## src/rtl/spi_mm_pkg.sv

```systemverilog
package spi_mm_pkg;

    typedef enum logic [2:0] {
        ST_INIT,
        ST_IDLE,
        ST_LEAD,
        ST_FIRST,
        ST_SECOND,
        ST_TRAIL,
        ST_GAP
    } mm_state_e;

endpackage

```

## src/rtl/spi_mm_cfg_table.sv

```systemverilog
module spi_mm_cfg_table #(
    parameter int NUM_DEV = 4,
    parameter int DIV_W   = 8,
    parameter int DEF_DIV = 2,
    parameter int IDX_W   = 2
) (
    input  logic             clk,
    input  logic             rst_n,
    input  logic             wr_allow_i,
    input  logic             wr_en_i,
    input  logic [IDX_W-1:0] wr_idx_i,
    input  logic [DIV_W-1:0] wr_div_i,
    input  logic             wr_edge_i,
    input  logic [IDX_W-1:0] rd_idx_i,
    output logic [DIV_W-1:0] rd_div_o,
    output logic             rd_edge_o
);

    logic [NUM_DEV-1:0][DIV_W-1:0] div_q;
    logic [NUM_DEV-1:0]            edge_q;
    logic [DIV_W-1:0]              div_clamped;

    assign div_clamped = (wr_div_i == '0) ? DIV_W'(1) : wr_div_i;

    for (genvar g = 0; g < NUM_DEV; g++) begin : g_entry
        always_ff @(posedge clk or negedge rst_n) begin
            if (!rst_n) begin
                div_q[g]  <= DIV_W'(DEF_DIV);
                edge_q[g] <= 1'b0;
            end else if (wr_allow_i && wr_en_i && (wr_idx_i == IDX_W'(g))) begin
                div_q[g]  <= div_clamped;
                edge_q[g] <= wr_edge_i;
            end
        end
    end

    assign rd_div_o  = div_q[rd_idx_i];
    assign rd_edge_o = edge_q[rd_idx_i];


    busy_write_drop_chk: assert property (@(posedge clk) disable iff (!rst_n)
        (wr_en_i && !wr_allow_i) |=> ($stable(div_q) && $stable(edge_q)));


    nonzero_div_chk: assert property (@(posedge clk) disable iff (!rst_n)
        (wr_en_i && wr_allow_i) |=> (div_q[$past(wr_idx_i)] != '0));

endmodule

```

## src/rtl/spi_mm_half_timer.sv

```systemverilog
module spi_mm_half_timer #(
    parameter int CNT_W   = 8,
    parameter int RST_VAL = 4
) (
    input  logic             clk,
    input  logic             rst_n,
    input  logic             load_i,
    input  logic [CNT_W-1:0] val_i,
    output logic             zero_o
);

    logic [CNT_W-1:0] cnt_q;

    always_ff @(posedge clk or negedge rst_n) begin
        if (!rst_n) begin
            cnt_q <= CNT_W'(RST_VAL);
        end else if (load_i) begin
            cnt_q <= val_i;
        end else if (cnt_q != '0) begin
            cnt_q <= cnt_q - CNT_W'(1);
        end
    end

    assign zero_o = (cnt_q == '0);


    tick_down_chk: assert property (@(posedge clk) disable iff (!rst_n)
        (!load_i && !zero_o) |=> (cnt_q == $past(cnt_q) - CNT_W'(1)));

endmodule

```

## src/rtl/spi_mm_shifter.sv

```systemverilog
module spi_mm_shifter #(
    parameter int MAX_W = 32,
    parameter int LEN_W = 6
) (
    input  logic             clk,
    input  logic             rst_n,
    input  logic             load_i,
    input  logic [MAX_W-1:0] tx_i,
    input  logic [LEN_W-1:0] len_i,
    input  logic             shift_out_i,
    input  logic             shift_in_i,
    input  logic             miso_i,
    output logic             mosi_bit_o,
    output logic [MAX_W-1:0] rx_o
);

    logic [MAX_W-1:0] tx_sh;
    logic [MAX_W-1:0] rx_sh;

    always_ff @(posedge clk or negedge rst_n) begin
        if (!rst_n) begin
            tx_sh <= '0;
            rx_sh <= '0;
        end else begin
            if (load_i) begin
                tx_sh <= tx_i << (MAX_W - int'(len_i));
                rx_sh <= '0;
            end else begin
                if (shift_out_i) begin
                    tx_sh <= {tx_sh[MAX_W-2:0], 1'b0};
                end
                if (shift_in_i) begin
                    rx_sh <= {rx_sh[MAX_W-2:0], miso_i};
                end
            end
        end
    end

    assign mosi_bit_o = tx_sh[MAX_W-1];
    assign rx_o       = rx_sh;

endmodule

```

## src/rtl/spi_multi_master.sv

```systemverilog
module spi_multi_master
    import spi_mm_pkg::*;
#(
    parameter int NUM_DEV  = 4,
    parameter int DIV_W    = 8,
    parameter int DEF_DIV  = 2,
    parameter int MIN_W    = 8,
    parameter int MAX_W    = 32,
    parameter int INIT_CYC = 4,
    parameter int IDX_W    = (NUM_DEV > 1) ? $clog2(NUM_DEV) : 1,
    parameter int LEN_W    = $clog2(MAX_W) + 1
) (
    input  logic               clk,
    input  logic               rst_n,
    input  logic               cfg_we_i,
    input  logic [IDX_W-1:0]   cfg_idx_i,
    input  logic [DIV_W-1:0]   cfg_div_i,
    input  logic               cfg_edge_i,
    input  logic               start_i,
    input  logic [IDX_W-1:0]   dev_i,
    input  logic [LEN_W-1:0]   word_len_i,
    input  logic [MAX_W-1:0]   tx_data_i,
    output logic               busy_o,
    output logic               done_o,
    output logic [MAX_W-1:0]   rx_data_o,
    output logic               sclk_o,
    output logic               mosi_o,
    input  logic               miso_i,
    output logic [NUM_DEV-1:0] ss_n_o
);

    mm_state_e state_q, state_nx;

    logic [IDX_W-1:0] cur_dev_q;
    logic [DIV_W-1:0] cur_div_q;
    logic             cur_edge_q;
    logic [LEN_W-1:0] bits_left_q;
    logic             done_q;
    logic [MAX_W-1:0] rx_q;

    logic [DIV_W-1:0] tbl_div;
    logic             tbl_edge;
    logic [LEN_W-1:0] len_eff;
    logic             tmr_load;
    logic [DIV_W-1:0] tmr_val;
    logic             tmr_zero;
    logic             accept;
    logic             sh_in;
    logic             sh_out;
    logic             fin;
    logic             tx_msb;
    logic [MAX_W-1:0] rx_sh;

    assign len_eff = (word_len_i < LEN_W'(MIN_W)) ? LEN_W'(MIN_W) :
                     (word_len_i > LEN_W'(MAX_W)) ? LEN_W'(MAX_W) : word_len_i;

    spi_mm_cfg_table #(
        .NUM_DEV (NUM_DEV),
        .DIV_W   (DIV_W),
        .DEF_DIV (DEF_DIV),
        .IDX_W   (IDX_W)
    ) cfg_i (
        .clk        (clk),
        .rst_n      (rst_n),
        .wr_allow_i (state_q == ST_IDLE),
        .wr_en_i    (cfg_we_i),
        .wr_idx_i   (cfg_idx_i),
        .wr_div_i   (cfg_div_i),
        .wr_edge_i  (cfg_edge_i),
        .rd_idx_i   (dev_i),
        .rd_div_o   (tbl_div),
        .rd_edge_o  (tbl_edge)
    );

    spi_mm_half_timer #(
        .CNT_W   (DIV_W),
        .RST_VAL (INIT_CYC)
    ) tmr_i (
        .clk    (clk),
        .rst_n  (rst_n),
        .load_i (tmr_load),
        .val_i  (tmr_val),
        .zero_o (tmr_zero)
    );

    spi_mm_shifter #(
        .MAX_W (MAX_W),
        .LEN_W (LEN_W)
    ) sh_i (
        .clk         (clk),
        .rst_n       (rst_n),
        .load_i      (accept),
        .tx_i        (tx_data_i),
        .len_i       (len_eff),
        .shift_out_i (sh_out),
        .shift_in_i  (sh_in),
        .miso_i      (miso_i),
        .mosi_bit_o  (tx_msb),
        .rx_o        (rx_sh)
    );

    // State register
    always_ff @(posedge clk or negedge rst_n) begin
        if (!rst_n) begin
            state_q <= ST_INIT;
        end else begin
            state_q <= state_nx;
        end
    end

    // Next state and phase control
    always_comb begin
        state_nx = state_q;
        tmr_load = 1'b0;
        tmr_val  = cur_div_q - DIV_W'(1);
        accept   = 1'b0;
        sh_in    = 1'b0;
        sh_out   = 1'b0;
        fin      = 1'b0;
        unique case (state_q)
            ST_INIT: begin
                if (tmr_zero) state_nx = ST_IDLE;
            end
            ST_IDLE: begin
                if (start_i) begin
                    accept   = 1'b1;
                    tmr_load = 1'b1;
                    tmr_val  = tbl_div - DIV_W'(1);
                    state_nx = ST_LEAD;
                end
            end
            ST_LEAD: begin
                if (tmr_zero) begin
                    tmr_load = 1'b1;
                    state_nx = ST_FIRST;
                end
            end
            ST_FIRST: begin
                if (tmr_zero) begin
                    tmr_load = 1'b1;
                    sh_in    = 1'b1;
                    state_nx = ST_SECOND;
                end
            end
            ST_SECOND: begin
                if (tmr_zero) begin
                    tmr_load = 1'b1;
                    sh_out   = 1'b1;
                    state_nx = (bits_left_q == LEN_W'(1)) ? ST_TRAIL : ST_FIRST;
                end
            end
            ST_TRAIL: begin
                if (tmr_zero) begin
                    tmr_load = 1'b1;
                    fin      = 1'b1;
                    state_nx = ST_GAP;
                end
            end
            ST_GAP: begin
                if (tmr_zero) state_nx = ST_IDLE;
            end
            default: state_nx = ST_IDLE;
        endcase
    end

    // Per-transfer context
    always_ff @(posedge clk or negedge rst_n) begin
        if (!rst_n) begin
            cur_dev_q   <= '0;
            cur_div_q   <= DIV_W'(1);
            cur_edge_q  <= 1'b0;
            bits_left_q <= '0;
            done_q      <= 1'b0;
            rx_q        <= '0;
        end else begin
            done_q <= fin;
            if (accept) begin
                cur_dev_q   <= dev_i;
                cur_div_q   <= tbl_div;
                cur_edge_q  <= tbl_edge;
                bits_left_q <= len_eff;
            end else if (sh_out) begin
                bits_left_q <= bits_left_q - LEN_W'(1);
            end
            if (fin) begin
                rx_q <= rx_sh;
            end
        end
    end

    // Pin outputs
    always_comb begin
        sclk_o = 1'b0;
        mosi_o = 1'b0;
        ss_n_o = '1;
        unique case (state_q)
            ST_LEAD: begin
                ss_n_o[cur_dev_q] = 1'b0;
                mosi_o            = tx_msb;
            end
            ST_FIRST: begin
                ss_n_o[cur_dev_q] = 1'b0;
                mosi_o            = tx_msb;
                sclk_o            = cur_edge_q;
            end
            ST_SECOND: begin
                ss_n_o[cur_dev_q] = 1'b0;
                mosi_o            = tx_msb;
                sclk_o            = ~cur_edge_q;
            end
            ST_TRAIL: begin
                ss_n_o[cur_dev_q] = 1'b0;
            end
            default: begin
                sclk_o = 1'b0;
            end
        endcase
    end

    assign busy_o    = (state_q != ST_IDLE);
    assign done_o    = done_q;
    assign rx_data_o = rx_q;


    one_select_chk: assert property (@(posedge clk) disable iff (!rst_n)
        $onehot0(~ss_n_o));


    done_pulse_chk: assert property (@(posedge clk) disable iff (!rst_n)
        done_o |=> !done_o);


    rx_hold_chk: assert property (@(posedge clk) disable iff (!rst_n)
        (rx_data_o != $past(rx_data_o)) |-> done_o);


    start_ignore_chk: assert property (@(posedge clk) disable iff (!rst_n)
        (busy_o && start_i) |=> ($stable(cur_dev_q) && $stable(cur_div_q) && $stable(cur_edge_q)));


    half_hold_chk: assert property (@(posedge clk) disable iff (!rst_n)
        (state_q == ST_FIRST && !tmr_zero) |=> (state_q == ST_FIRST && $stable(sclk_o)));


    init_quiet_chk: assert property (@(posedge clk) disable iff (!rst_n)
        (state_q == ST_INIT) |-> (&ss_n_o && !sclk_o && !mosi_o && busy_o));


    gap_release_chk: assert property (@(posedge clk) disable iff (!rst_n)
        (state_q == ST_GAP) |-> (&ss_n_o && busy_o));

endmodule

```

## config.mk

```make
export PLATFORM = sky130hd
export DESIGN_NAME = spi_multi_master
export DESIGN_NICKNAME = d
export VERILOG_FILES = /design/src/rtl/spi_mm_pkg.sv /design/src/rtl/spi_mm_cfg_table.sv /design/src/rtl/spi_mm_half_timer.sv /design/src/rtl/spi_mm_shifter.sv /design/src/rtl/spi_multi_master.sv
export SDC_FILE = /design/constraint.sdc
export NUM_CORES = 1
export LEC_CHECK = 0
export ABC_AREA = 1
export BUFFER_PORTS_ARGS = -buffer_cell sky130_fd_sc_hd__buf_2
export CELL_PAD_IN_SITES_DETAIL_PLACEMENT = 1
export CELL_PAD_IN_SITES_GLOBAL_PLACEMENT = 1
export CORE_UTILIZATION = 39
export DETAILED_ROUTE_END_ITERATION = 6
export PLACE_DENSITY_LB_ADDON = 0.1
export SYNTH_ARGS = -nofsm -noshare
export SYNTH_HDL_FRONTEND = slang
export SYNTH_HIERARCHICAL = 1
export SYNTH_SLANG_ARGS = --single-unit
```

## constraint.sdc

```tcl
create_clock -name clk -period 2.2 [get_ports clk]
set_input_delay 0.11 -clock clk [delete_from_list [all_inputs] [get_ports clk]]
set_output_delay 0.11 -clock clk [all_outputs]
set_load 0.01 [all_outputs]
```

==> run metrics <==
fin cells=1750; # rows=56; area share of the largest cell type after synthesis=0.412; critical path launch point type=register; register area=0.00404 mm^2; WP data required=2.52 ns; Setup TNS Final=0 ns; Die H=157 um; routed vias/inst=5.30; Final nets=1480; fillers=3028; sw power=4.96 mW; initial drt markers=574; largest net degree at the start of global routing=53; Internal Power=7.18 mW; Worst Path Max Fanout=7; routability cong.=0.861; unrepaired setup endpoints after global routing=no; GRT Total Usage=0.249; DP Cell Count=1709; Die ar.=0.0248 mm^2; area occupied by multi-input gates=0.00459 mm^2; most frequent CP cell=inv_1; Synth Instances=1287; Longest Clk Path Bufs=2; endpoints failing hold=0; Post-synth EDFFs=0; count leader, synth=nand2_1; CTS root buf=clkbuf_16; critical path, cell by cell=inv_1, ha_1, nand2_2, nor2_4, nand3_1, clkinv_2, inv_1, o21ai_0, buf_4, nand3_1, o21ai_1, inv_1; initial antenna violation count=1; H-tree depth=4; clock share of power=0.245; CTS tree=built; clock sink total=161; post-synthesis register bit count=161; leak pwr=5.63 nW; max-slew violation count=0; distinct cell type count after synthesis=46; commonest cells in the netlist=nand2_1, nand3_1, dfrtp_1; Initial Utilization=0.399; Setup crit end kind=register; clock latency on the worst-skew pair=0.44 ns; CP max stage cell=dfrtp_1; DRC=0; postcts setup bufs=0; post-layout min period=2.04 ns; Top FF cell, synth=dfrtp_1; period utilisation layout=0.926; WL/cell=16.7 um; ranking of synthesized cells by area=dfrtp_1, nand3_1, nand2_1; worst IR drop on VDD=0.483 mV; via count=9279; critical path arrival=2.36 ns; Core Region=0.0236 mm^2; run status=finished clean; I/O pin count=96; Syn Area/Cell=7.32 um^2; vias in the first global route=9352; area delta synth->final=19.8%; Die W=157 um; Worst Skew=0.0115 ns; largest stage delay on the critical path=0.39 ns; wire length of the first global-routing pass=48500 um; clock-pin slew on the worst setup and hold paths=0.08 ns; Rel. slew slack=0.654; drt total wl=29200 um; Seq/Total Area, Yosys=0.428; hpwl dp=21200 um; # setup viols final=0; Seq pwr share=0.374; Overflow after GRT=0; Yosys Warn Count=6; Yosys top cell by area=dfrtp_1; combinational power share=0.381; Sw Ratio=0.408; total CTS buffers=17; Max-cap violations=0; worst min path class=in2reg; mapped cell area=0.00942 mm^2; Port Buffers=95; PwrDens=1080 mW/mm^2; actual slew at the worst max-slew pin=0.513 ns; layout cell share with drive strength beyond 1=0.194; DR pass1 iterations=5; Crit Path Class=reg2reg; fraction of registers with async set/reset=1.00; fmax=491 MHz; ANT nets after route=0; Syn Nets=1350
[worst max-delay path, delay by kind of cell, from the launching register on]
kind                     cells  cell delay, ns
flip-flops                   1            0.39
buffers and inverters        5            0.57
adder cells (fa/ha/maj)      1            0.19
AND/OR/NAND/NOR              4            0.45
AO/OA/AOI/OAI                2            0.31
[worst paths after layout]
check                               start  depth (start not counted)               to  slack [ns]
max reg2reg                tmr_i/cnt_q[1]                         12   sh_i/tx_sh[30]        0.16
min                          cfg_div_i[6]                          3  cfg_i/div_q[22]       0.003
max in group asynchronous           rst_n                          3  cfg_i/div_q[25]        1.27
min in group asynchronous           rst_n                          2     rx_data_o[8]        0.19
min reg2reg                 sh_i/rx_o[27]                          2    rx_data_o[27]        0.47
max                        tmr_i/cnt_q[1]                         12   sh_i/tx_sh[30]        0.16
[cells in the final DEF (no fill, tap or decap), types with 2 or more instances in the layout]
master,Yosys,final
a21oi_1,54,54
o21ai_1,10,10
clkbuf_16,0,17
or2_2,4,4
o21a_1,2,2
clkinv_4,0,2
inv_2,12,13
nor3_1,3,3
clkinv_2,2,3
o21ai_2,20,20
buf_4,8,69
clkinv_8,0,4
dfrtp_1,155,155
inv_8,0,3
o211ai_1,8,8
o22ai_1,10,9
buf_2,19,94
nor2_2,8,9
nand2_4,2,2
nor2_1,72,71
nand4_1,8,8
o21ai_0,126,126
dfstp_2,6,6
buf_12,0,8
xnor2_1,2,2
inv_1,97,97
a22oi_1,3,3
nand2_1,307,307
nand3_2,5,5
nor2_4,2,2
nand2_2,4,4
dlygate4sd3_1,0,8
nor3_2,2,2
ha_1,7,7
nand3_1,273,273
inv_6,0,5
[cell families (layout without fill, tap and decap cells)]
logic type / Yosys count / count (layout) / share of synthesized area
and+or+nand+nor: 694 / 694 / 0.330
AOI/OAI and AO/OA: 238 / 238 / 0.140
buffers and inverters: 182 / 325 / 0.0860
DFF: 161 / 161 / 0.428
adders and majority gates: 7 / 7 / 0.00929
xor gates and xnor gates: 4 / 4 / 0.00452
muxes: 1 / 1 / 0.00106
other: 0 / 1 / 0
[cell type report]
class,instances,area share
repair buffers,180,0.110
clock inverters,15,0.0146
diodes,1,0.000222
multi-input cells,944,0.407
flip-flops and latches,161,0.358
inverters,113,0.0378
well taps,319,0.0354
clock buffers,17,0.0377
[metal layers]
metal,up-vias,track usage,wire (um)
met5,-,0,0
met4,0,0.0624,368
met3,30,0.0333,853
met2,160,0.407,13700
met1,4529,0.345,14300
li1,4560,-,-
[power by group through the flow]
stage          registers, mW  logic, mW  clock network, mW
2_1_floorplan           4.39       3.31                  0
3_3_place_gp            4.55       4.43                  0
3_5_place_dp            4.58       4.58                  0
4_1_cts                 4.54       4.65               3.06
5_1_grt                 4.66       5.26               3.18
6_report                4.54       4.62               2.98
[state kept, by name (all words and copies together) (netlist names)]
signal and flops:
tmr_i/cnt_q 8, cfg_i/div_q 32, state_q 3, bits_left_q 6, cur_dev_q 2, rx_data_o 32, done_o 1, cur_div_q 8
sh_i/tx_sh 32, cur_edge_q 1, sh_i/rx_o 32, cfg_i/edge_q 4
[metrics by stage]
stage / total power, mW / hold WS [ns] / util / setup slack [ns] / cell area [um^2]
floorplan: 7.70 / -0.186 / - / 0.0217 / 9430
global placement: 8.99 / 0.0985 / 0.449 / -0.0843 / 10600
detailed placement: 9.17 / 0.0958 / 0.449 / -0.111 / 10600
CTS: 12.2 / 0.00186 / 0.478 / 0.0648 / 11300
global route: 13.1 / 0.0118 / 0.478 / 0.0299 / 11300
finish: 12.1 / 0.00326 / 0.478 / 0.164 / 11300
[what timing repair did]
action,in CTS,in global routing
endpoints found under the hold margin,57,0
endpoints found under the setup margin,0,22
hold buffers,8,0
gates resized for setup,0,2
No activity file was read; power rests on OpenSTA's default activity.
